--- src/rtl/ddr_rd_pkg.sv ---
`timescale 1ns/1ps
package ddr_rd_pkg;

  localparam int CL_W = 3;

  typedef enum logic [1:0] {
    BLC_TWO   = 2'd0,
    BLC_FOUR  = 2'd1,
    BLC_EIGHT = 2'd2,
    BLC_EIGHT_ALT = 2'd3
  } bl_code_e;

  // Only latencies of two and three cycles are legal.
  function automatic logic cl_code_ok(input logic [CL_W-1:0] code);
    return (code == CL_W'(2)) || (code == CL_W'(3));
  endfunction

  // Burst length as an offset mask (BL-1).
  function automatic logic [2:0] bl_mask_of(input logic [1:0] code);
    case (bl_code_e'(code))
      BLC_TWO:  return 3'b001;
      BLC_FOUR: return 3'b011;
      default:  return 3'b111;
    endcase
  endfunction

endpackage

--- src/rtl/ddr_rd_cfg.sv ---
`timescale 1ns/1ps
module ddr_rd_cfg
  import ddr_rd_pkg::*;
#(
  parameter int OFS_W = 3
)(
  input  logic             clk,
  input  logic             rst,
  input  logic             load,
  input  logic [CL_W-1:0]  cl_code,
  input  logic [1:0]       bl_code,
  output logic [CL_W-1:0]  cl_q,
  output logic [OFS_W-1:0] mask_q,
  output logic             err_q
);

  always_ff @(posedge clk) begin
    if (rst) begin
      cl_q   <= CL_W'(3);
      mask_q <= OFS_W'(3);
      err_q  <= 1'b0;
    end else if (load) begin
      if (cl_code_ok(cl_code)) begin
        cl_q   <= cl_code;
        mask_q <= OFS_W'(bl_mask_of(bl_code));
        err_q  <= 1'b0;
      end else begin
        err_q  <= 1'b1;
      end
    end
  end

endmodule

--- src/rtl/ddr_rd_lat_pipe.sv ---
`timescale 1ns/1ps
module ddr_rd_lat_pipe #(
  parameter int DEPTH = 3,
  parameter int W     = 8,
  localparam int SEL_W = $clog2(DEPTH)
)(
  input  logic             clk,
  input  logic             rst,
  input  logic             in_vld,
  input  logic [W-1:0]     in_data,
  input  logic [SEL_W-1:0] tap,
  output logic             out_vld,
  output logic [W-1:0]     out_data
);

  logic [DEPTH-1:0] vld_q;
  logic [W-1:0]     dat_q [DEPTH];

  // Valid bits carry reset; payload is a plain shift line (shift-register friendly).
  always_ff @(posedge clk) begin
    if (rst) vld_q[0] <= 1'b0;
    else     vld_q[0] <= in_vld;
    dat_q[0] <= in_data;
  end

  generate
    for (genvar k = 1; k < DEPTH; k++) begin : g_stage
      always_ff @(posedge clk) begin
        if (rst) vld_q[k] <= 1'b0;
        else     vld_q[k] <= vld_q[k-1];
        dat_q[k] <= dat_q[k-1];
      end
    end
  endgenerate

  assign out_vld  = vld_q[tap];
  assign out_data = dat_q[tap];

endmodule

--- src/rtl/ddr_rd_burst.sv ---
`timescale 1ns/1ps
module ddr_rd_burst #(
  parameter int BANK_W   = 2,
  parameter int COL_W    = 6,
  parameter int OFS_W    = 3,
  parameter int PAT_SEED = 'h5A,
  localparam int DATA_W  = BANK_W + COL_W,
  localparam int PAIR_W  = OFS_W - 1
)(
  input  logic              clk,
  input  logic              rst,
  input  logic              launch,
  input  logic [BANK_W-1:0] l_bank,
  input  logic [COL_W-1:0]  l_col,
  input  logic [OFS_W-1:0]  mask,
  output logic              o_valid,
  output logic [DATA_W-1:0] o_rise,
  output logic [DATA_W-1:0] o_fall,
  output logic              o_dqs_hi,
  output logic              o_dqs_lo
);

  logic              act_q, n_act;
  logic [BANK_W-1:0] bank_q, n_bank;
  logic [COL_W-1:0]  col_q, n_col;
  logic [OFS_W-1:0]  mask_q, n_mask;
  logic [PAIR_W-1:0] pair_q, n_pair;
  logic [PAIR_W-1:0] last_pair;

  function automatic logic [COL_W-1:0] beat_col(
    input logic [COL_W-1:0] start,
    input logic [OFS_W-1:0] m,
    input logic [OFS_W-1:0] idx
  );
    logic [COL_W-1:0] mw;
    logic [OFS_W-1:0] lo;
    mw = {{(COL_W-OFS_W){1'b0}}, m};
    lo = (start[OFS_W-1:0] + idx) & m;
    return (start & ~mw) | {{(COL_W-OFS_W){1'b0}}, lo};
  endfunction

  function automatic logic [DATA_W-1:0] beat_word(
    input logic [BANK_W-1:0] b,
    input logic [COL_W-1:0]  c
  );
    return {b, c} ^ DATA_W'(PAT_SEED);
  endfunction

  assign last_pair = mask_q[OFS_W-1:1];

  always_comb begin
    n_act  = act_q;
    n_bank = bank_q;
    n_col  = col_q;
    n_mask = mask_q;
    n_pair = pair_q;
    if (launch) begin
      n_act  = 1'b1;
      n_bank = l_bank;
      n_col  = l_col;
      n_mask = mask;
      n_pair = '0;
    end else if (act_q && pair_q == last_pair) begin
      n_act  = 1'b0;
    end else if (act_q) begin
      n_pair = pair_q + 1'b1;
    end
  end

  always_ff @(posedge clk) begin
    if (rst) begin
      act_q    <= 1'b0;
      bank_q   <= '0;
      col_q    <= '0;
      mask_q   <= '0;
      pair_q   <= '0;
      o_valid  <= 1'b0;
      o_rise   <= '0;
      o_fall   <= '0;
      o_dqs_hi <= 1'b0;
      o_dqs_lo <= 1'b0;
    end else begin
      act_q    <= n_act;
      bank_q   <= n_bank;
      col_q    <= n_col;
      mask_q   <= n_mask;
      pair_q   <= n_pair;
      o_valid  <= n_act;
      o_dqs_hi <= n_act;
      o_dqs_lo <= 1'b0;
      if (n_act) begin
        o_rise <= beat_word(n_bank, beat_col(n_col, n_mask, {n_pair, 1'b0}));
        o_fall <= beat_word(n_bank, beat_col(n_col, n_mask, {n_pair, 1'b1}));
      end else begin
        o_rise <= '0;
        o_fall <= '0;
      end
    end
  end

endmodule

--- src/rtl/ddr_rd_sched.sv ---
`timescale 1ns/1ps
module ddr_rd_sched
  import ddr_rd_pkg::*;
#(
  parameter int BANK_W   = 2,
  parameter int COL_W    = 6,
  parameter int MAX_BL   = 8,
  parameter int MAX_CL   = 3,
  parameter int PAT_SEED = 'h5A
)(
  input  logic                     clk,
  input  logic                     rst,
  input  logic                     cfg_load,
  input  logic [2:0]               cfg_cl,
  input  logic [1:0]               cfg_bl,
  input  logic                     cmd_rd,
  input  logic [BANK_W-1:0]        cmd_bank,
  input  logic [COL_W-1:0]         cmd_col,
  output logic                     rd_valid,
  output logic [BANK_W+COL_W-1:0]  rd_rise,
  output logic [BANK_W+COL_W-1:0]  rd_fall,
  output logic                     rd_dqs_hi,
  output logic                     rd_dqs_lo,
  output logic                     cfg_err
);

  localparam int DATA_W = BANK_W + COL_W;
  localparam int OFS_W  = $clog2(MAX_BL);
  localparam int TAP_W  = $clog2(MAX_CL);
  localparam int CMD_W  = BANK_W + COL_W;

  logic [CL_W-1:0]  cl_q;
  logic [OFS_W-1:0] mask_q;
  logic             err_q;
  logic             accept;
  logic [TAP_W-1:0] tap;
  logic             launch;
  logic [CMD_W-1:0] launch_cmd;

  ddr_rd_cfg #(.OFS_W(OFS_W)) cfg_i (
    .clk     (clk),
    .rst     (rst),
    .load    (cfg_load),
    .cl_code (cfg_cl),
    .bl_code (cfg_bl),
    .cl_q    (cl_q),
    .mask_q  (mask_q),
    .err_q   (err_q)
  );

  assign accept = cmd_rd && !err_q;
  assign tap    = TAP_W'(cl_q - CL_W'(1));

  ddr_rd_lat_pipe #(.DEPTH(MAX_CL), .W(CMD_W)) pipe_i (
    .clk      (clk),
    .rst      (rst),
    .in_vld   (accept),
    .in_data  ({cmd_bank, cmd_col}),
    .tap      (tap),
    .out_vld  (launch),
    .out_data (launch_cmd)
  );

  ddr_rd_burst #(
    .BANK_W   (BANK_W),
    .COL_W    (COL_W),
    .OFS_W    (OFS_W),
    .PAT_SEED (PAT_SEED)
  ) burst_i (
    .clk      (clk),
    .rst      (rst),
    .launch   (launch),
    .l_bank   (launch_cmd[CMD_W-1:COL_W]),
    .l_col    (launch_cmd[COL_W-1:0]),
    .mask     (mask_q),
    .o_valid  (rd_valid),
    .o_rise   (rd_rise),
    .o_fall   (rd_fall),
    .o_dqs_hi (rd_dqs_hi),
    .o_dqs_lo (rd_dqs_lo)
  );

  assign cfg_err = err_q;

endmodule

--- config.mk ---
export PLATFORM = sky130hd
export DESIGN_NAME = ddr_rd_sched
export DESIGN_NICKNAME = d
export VERILOG_FILES = /design/src/rtl/ddr_rd_pkg.sv /design/src/rtl/ddr_rd_cfg.sv /design/src/rtl/ddr_rd_lat_pipe.sv /design/src/rtl/ddr_rd_burst.sv /design/src/rtl/ddr_rd_sched.sv
export SDC_FILE = /design/constraint.sdc
export NUM_CORES = 1
export LEC_CHECK = 0
export BUFFER_PORTS_ARGS = -buffer_cell sky130_fd_sc_hd__buf_2
export CORE_ASPECT_RATIO = 0.6
export CORE_UTILIZATION = 45
export CTS_CLUSTER_SIZE = 10
export DETAILED_ROUTE_END_ITERATION = 7
export PLACE_DENSITY = 0.66
export SLEW_MARGIN = 15
export SYNTH_ARGS = -nofsm -noshare
export SYNTH_HDL_FRONTEND = slang
export SYNTH_SLANG_ARGS = --single-unit
--- constraint.sdc ---
create_clock -name clk -period 4.6 [get_ports clk]
set_clock_uncertainty 0.2 [all_clocks]
set_input_delay 0.46 -clock clk [delete_from_list [all_inputs] [get_ports clk]]
set_output_delay 0.46 -clock clk [all_outputs]
set_load 0.005 [all_outputs]
==> metrics.yaml, run 1 <==
pwr:
  p_sw_frac: 0.213
  p_total_uw: 1050
  comb_power_share: 0.045
  ir_drop_mv: 0.223
  clock_power_share: 0.460
  power.leakage_uw: 0.00118
  p_switching_uw: 224
  p_int_uw: 827
  powerDensity_mw_per_mm2: 428
  power_frac_seq: 0.495
yosys:
  syn_avg_cell_area_um2: 10.4
  synth_nets: 223
  yosysSeqAreaShare: 0.545
  netlist_area_mm2: 0.00209
  synth_cells: 202
  synth_top_flop_cell: "dfxtp_1"
  ys_ff_latch: 57
  async_flop_share: 0
  synth_edf_count: 0
  synthDistinctLibCells: 35
  yosysWarnings: 0
finish:
  layout-drive-gt1-share: 0.235
  syn_to_final_growth_pct: 17.3
  antenna_cells: 0
  fin_nets: 254
timing:
  finalSetupViolCount: 0
  slew_violations: 0
  timing.setup.tns_ns: 0
  hold_ws_ns: 0.0204
  tightest_slew_ns: 0.589
  hold_violations: 0
  max_clock_freq_mhz: 314
  post-route-period-util: 0.692
  grt_setup_unrepaired: "false"
  post-route-min-period_ns: 3.18
  slew_headroom: 0.607
clock_tree:
  htree_levels: 3
  clock-sinks: 57
  clk_latency_ns: 0.33
  clock-root-buffer: "clkbuf_8"
  clkSlewWorstSetupHoldPaths_ns: 0.06
  postCtsHoldBufs: 0
  cts_buffers: 9
  post_cts_resized: 0
  clockBufferDepth: 2
  post_cts_buffers: 0
  cts_tree: "yes"
placement:
  io_buffers: 35
  place.gp.congestion: 0.894
  hpwl_um: 2470
die:
  start_util: 0.489
  die_h_um: 54.8
  dieArea_mm2: 0.00494
  pin_count: 37
  core-area_mm2: 0.00428
  die_x_um: 90.1
  rows: 18
detailed_routing:
  ant_nets: 0
  drtPass1Iterations: 4
  drt_iter0_drc: 54
  wl_per_cell_um: 12.0
  viasPerCell: 4.81
  routed-via-count: 1434
  drc: 0
  routed_wl_um: 3580
worst_setup_path:
  path_cells: "inv_1 -> o21a_1 -> a211oi_1 -> a21oi_1 -> fa_1 -> o21a_1 -> o32ai_1 -> xor2_1 -> nor2_1"
  crit_slowest_cell: "dfxtp_1"
  critPathKind: "reg -> reg"
  crit_top_cell: "o21a_1"
  critical_path.max_fanout: 16
  critPathMaxStageDelay_ns: 0.66
  crit_required_ns: 4.63
  startpoint_type: "flip-flop"
  path_buf_inv: 1
  worstPathArrival_ns: 3.21
  worstSetupEndpointType: "flip-flop"
  critical_path.top_delay_family: "compound AO/OA/AOI/OAI gates"
grt:
  grt_pass1_wl_um: 5940
  grt_pass1_vias: 1299
  grt-ovfl-total: 0
  grt_start_max_net_pins: 23
  grt_usage: 0.169
  antenna_found_initial: 0
outcome:
  status: "finished clean"
run:
  cap_violations: 0
min_path:
  hold_class: "in -> reg"
-- kinds of logic (layout without fill, tap and decap cells) --
group           Yosys count  count (layout)  synth area share
xor+xnor                  6               6            0.0251
mux                      20              20            0.0974
compound gates           31              31            0.0956
flops                    57              57             0.545
other cells               1               1           0.00179
buf+inv                  23              59            0.0657
simple gates             60              60             0.142
fa+ha+maj                 4               4            0.0275
-- worst reg2reg max path: stages (launching register included) --
cell and delay (ns):
dfxtp_1 0.66, inv_1 0.22, o21a_1 0.44, a211oi_1 0.32, a21oi_1 0.14, fa_1 0.48, o21a_1 0.13, o32ai_1 0.26
xor2_1 0.18, nor2_1 0.05
-- worst paths after layout --
| check | slack (ns) | cells past startpoint | endpoint | startpoint |
|---|---|---|---|---|
| setup / recovery | 1.42 | 9 | burst_i.o_fall[2] | cfg_i.cl_q[1] |
| hold reg to reg | 0.15 | 0 | pipe_i.dat_q[2][5] | pipe_i.dat_q[1][5] |
| setup reg to reg | 1.42 | 9 | burst_i.o_fall[2] | cfg_i.cl_q[1] |
| hold / removal | 0.02 | 1 | pipe_i.dat_q[0][7] | cmd_bank[1] |
-- area by class of cell --
class,count,area (um^2)
Clock buffer,12,165
Clock inverter,4,50.0
Fill cell,397,1820
Inverter,7,26.3
Multi-Input combinational cell,122,815
Sequential cell,57,1140
Tap cell,60,75.1
Timing Repair Buffer,36,183
-- synth_stat cells (2+ instances only) --
| library cell | n | area share |
|---|---|---|
| buf_6 | 2 | 0.011 |
| nand2b_1 | 3 | 0.0090 |
| o21a_1 | 3 | 0.011 |
| mux2i_1 | 19 | 0.091 |
| xnor2_1 | 2 | 0.0084 |
| a211oi_1 | 8 | 0.029 |
| and2_1 | 6 | 0.018 |
| ha_1 | 3 | 0.018 |
| nor2_1 | 18 | 0.032 |
| nand3_1 | 2 | 0.0048 |
| dfxtp_1 | 57 | 0.55 |
| buf_2 | 2 | 0.0048 |
| clkbuf_1 | 3 | 0.0054 |
| inv_1 | 7 | 0.013 |
| buf_4 | 9 | 0.032 |
| o21ai_0 | 4 | 0.0096 |
| xor2_1 | 4 | 0.017 |
| nor2b_1 | 7 | 0.021 |
| nand2_1 | 14 | 0.025 |
| a21oi_1 | 11 | 0.026 |
| nor3_1 | 4 | 0.0096 |
-- flip-flops by register name, summed over array words and instances (netlist names) --
register / cells
pipe_i.dat_q: 24
burst_i.o_fall: 8
burst_i.col_q: 6
burst_i.mask_q: 3
burst_i.o_rise: 3
pipe_i.vld_q: 3
burst_i.bank_q: 2
burst_i.pair_q: 2
cfg_i.cl_q: 2
cfg_i.mask_q: 2
burst_i.act_q: 1
cfg_i.err_q: 1
-- layer usage --
metal  track usage  share of wire
met1         0.204           0.51
met2         0.251           0.40
met3        0.0847          0.080
met4        0.0968          0.013
met5             0              0
-- power by group through the flow --
stage	registers, uW	clock network [uW]	logic [uW]
2_1_floorplan	529	0	35.9
3_3_place_gp	531	0	47.5
3_5_place_dp	531	0	47.6
4_1_cts	520	496	47.9
5_1_grt	522	521	53.0
6_report	520	483	47.5
-- placed cells by master (no fill, tap or decap), types with 7 or more instances in the layout --
cell	netlist	routed
mux2i_1	19	19
nand2_1	14	14
dfxtp_1	57	57
nor2_1	18	18
clkbuf_8	0	12
buf_2	2	35
nor2b_1	7	7
a211oi_1	8	8
inv_1	7	7
a21oi_1	11	11
-- metrics by stage --
step | cell area (um^2) | cells | worst slack, ns | utilization
finish | 2450 | 298 | 1.42 | 0.574
global route | 2450 | 298 | 1.17 | 0.574
CTS | 2450 | 298 | 1.44 | 0.574
detailed placement | 2240 | 282 | 1.47 | 0.523
global placement | 2240 | 282 | 1.68 | 0.523
floorplan | 2090 | 202 | 2.03 | -
(Power assumes the default switching activity.)
==> run 2: changes to the inputs <==
--- a/config.mk
+++ b/config.mk
@@ -10,7 +10,7 @@
 export CORE_UTILIZATION = 45
 export CTS_CLUSTER_SIZE = 10
 export DETAILED_ROUTE_END_ITERATION = 7
-export PLACE_DENSITY = 0.66
+export PLACE_DENSITY = 0.69
 export SLEW_MARGIN = 15
 export SYNTH_ARGS = -nofsm -noshare
 export SYNTH_HDL_FRONTEND = slang
==> constraint.sdc (replaced) <==
create_clock -name clk -period 2.6 [get_ports clk]
set_clock_uncertainty 0.2 [all_clocks]
set_input_delay 0.26 -clock clk [delete_from_list [all_inputs] [get_ports clk]]
set_output_delay 0.26 -clock clk [all_outputs]
set_load 0.005 [all_outputs]
==> metrics.yaml, run 2 (synthesis results as in run 1) <==
outcome:
  status: "finished clean"
worst_setup_path:
  crit_slowest_cell: "fa_1"
  critical_path.max_fanout: 5  # -11
  path_cells: "mux2i_2 -> o21a_1 -> nand2_1 -> fa_1 -> o21a_1 -> o32ai_2 -> xor2_1 -> nor2_1"
  worstPathArrival_ns: 2.48  # -0.73 ns
  startpoint_type: "flip-flop"
  crit_top_cell: "o21a_1"
  worstSetupEndpointType: "flip-flop"
  crit_required_ns: 2.63  # -2.00 ns
  critPathKind: "reg -> reg"
  critical_path.top_delay_family: "compound AO/OA/AOI/OAI gates"
  critPathMaxStageDelay_ns: 0.49  # -0.17 ns
  path_buf_inv: 0  # -1
min_path:
  hold_class: "in -> reg"
timing:
  hold_violations: 0  # unchanged
  max_clock_freq_mhz: 408  # +30%
  timing.setup.tns_ns: 0  # unchanged
  post-route-period-util: 0.943  # +0.251
  hold_ws_ns: 0.0545  # +0.0342 ns
  slew_violations: 0  # unchanged
  finalSetupViolCount: 0  # unchanged
  post-route-min-period_ns: 2.45  # -0.730 ns
finish:
  fin_area_mm2: 0.00266  # +8.3%
  reg_top3: "pipe_i.dat_q x24, burst_i.o_fall x8, burst_i.col_q x6"
  largest_reg_flops: 24  # unchanged
  fin_nets: 273  # +7.5%
  antenna_cells: 0  # unchanged
  regMostFlops: "pipe_i.dat_q"
  syn_to_final_growth_pct: 27.0
  layout-drive-gt1-share: 0.272  # +0.0371
  layout_common_cells: "54 x dfxtp_1, 35 x buf_2, 19 x mux2i_1, 18 x nor2_1, 14 x nand2_1"
  mostFrequentLayoutCell: "dfxtp_1"
grt:
  met2_usage: 0.271  # +0.0204
  busiest_layer: "met2"
  grt_start_max_net_pins: 23  # unchanged
  grt-ovfl-total: 0  # unchanged
  grt_usage: 0.177  # +0.00724
  grt_use_met3: 0.104  # +0.0194
  use_met1: 0.210  # +0.00661
  grt_pass1_vias: 1299  # unchanged
  grt_pass1_wl_um: 6120  # +3.0%
  antenna_found_initial: 0  # unchanged
die:
  die_h_um: 54.8  # unchanged
  die_x_um: 90.1  # unchanged
  pin_count: 37  # unchanged
  rows: 18  # unchanged
  core-area_mm2: 0.00428  # unchanged
  dieArea_mm2: 0.00494  # unchanged
  start_util: 0.489  # unchanged
clock_tree:
  post_cts_buffers: 0  # unchanged
  clock-sinks: 57  # unchanged
  clk_latency_ns: 0.34  # about the same
  htree_levels: 3  # unchanged
  clock-root-buffer: "clkbuf_8"
  cts_tree: "yes"
  clkSlewWorstSetupHoldPaths_ns: 0.07  # about the same
  cts_buffers: 9  # unchanged
  clockBufferDepth: 2  # unchanged
placement:
  io_buffers: 35  # unchanged
  hpwl_um: 2550  # +3.1%
  place.gp.congestion: 0.853  # -4.6%
  place_area_mm2: 0.00229  # +2.3%
detailed_routing:
  routed-via-count: 1454  # +1.4%
  routed_wl_um: 3830  # +7.0%
  ant_nets: 0  # unchanged
  viasPerCell: 4.59  # -4.7%
  drc: 0  # unchanged
  drtPass1Iterations: 4  # unchanged
  wl_per_cell_um: 12.1  # +0.60%
  drt_iter0_drc: 56  # +3.7%
pwr:
  ir_drop_mv: 0.351  # +57%
  powerDensity_mw_per_mm2: 711  # +66%
  power.leakage_uw: 0.00126  # +7.1%
run:
  cap_violations: 0  # unchanged
run 2: power breakdown:
group	total, uW	switching (uW)	internal (uW)
clock network	865	346	519
logic	104	47.7	56.5
registers	922	16.7	905
run 2: through the flow:
step	instances	setup slack [ns]	total power, uW	util
final	317	0.148	1890	0.621
after global routing	317	-0.0169	1970	0.621
after CTS	317	0.0929	1910	0.614
after detailed placement	289	0.112	1030	0.536
after global placement	289	0.205	1030	0.536
after floorplan	202	0.0264	999	-
run 2: worst min-delay path, delay by kind of cell:
family / cells / cell delay, ns
buf+inv: 1 / 0.07
simple gates: 3 / 0.15
compound gates: 1 / 0.08
run 2: layout make-up:
cell class	instances	area, um^2
multi-input cells	122	838
repair buffers	55	359
clock inverters	4	50.0
well taps	60	75.1
clock buffers	12	165
fillers	366	1620
flip-flops and latches	57	1140
inverters	7	26.3
run 2: final timing paths:
kind / startpoint / endpoint / slack, ns / depth (start not counted)
max reg2reg: cfg_i.cl_q[0] / burst_i.o_fall[2] / 0.15 / 8
min reg2reg: pipe_i.dat_q[1][7] / pipe_i.dat_q[2][7] / 0.14 / 0
min: cfg_bl[0] / cfg_i.mask_q[1] / 0.05 / 5
max: cfg_i.cl_q[0] / burst_i.o_fall[2] / 0.15 / 8
run 2: what timing repair did:
action	CTS	global route
endpoints found under the hold margin	12	0
setup endpoints to repair	0	1
gates resized for setup	0	9
hold buffers	12	0
run 2: layer usage:
| layer | wire (um) | vias up |
|---|---|---|
| li1 | - | 768 |
| met1 | 1980 | 639 |
| met2 | 1610 | 42 |
| met3 | 214 | 5 |
| met4 | 23 | 0 |
| met5 | 0 | - |
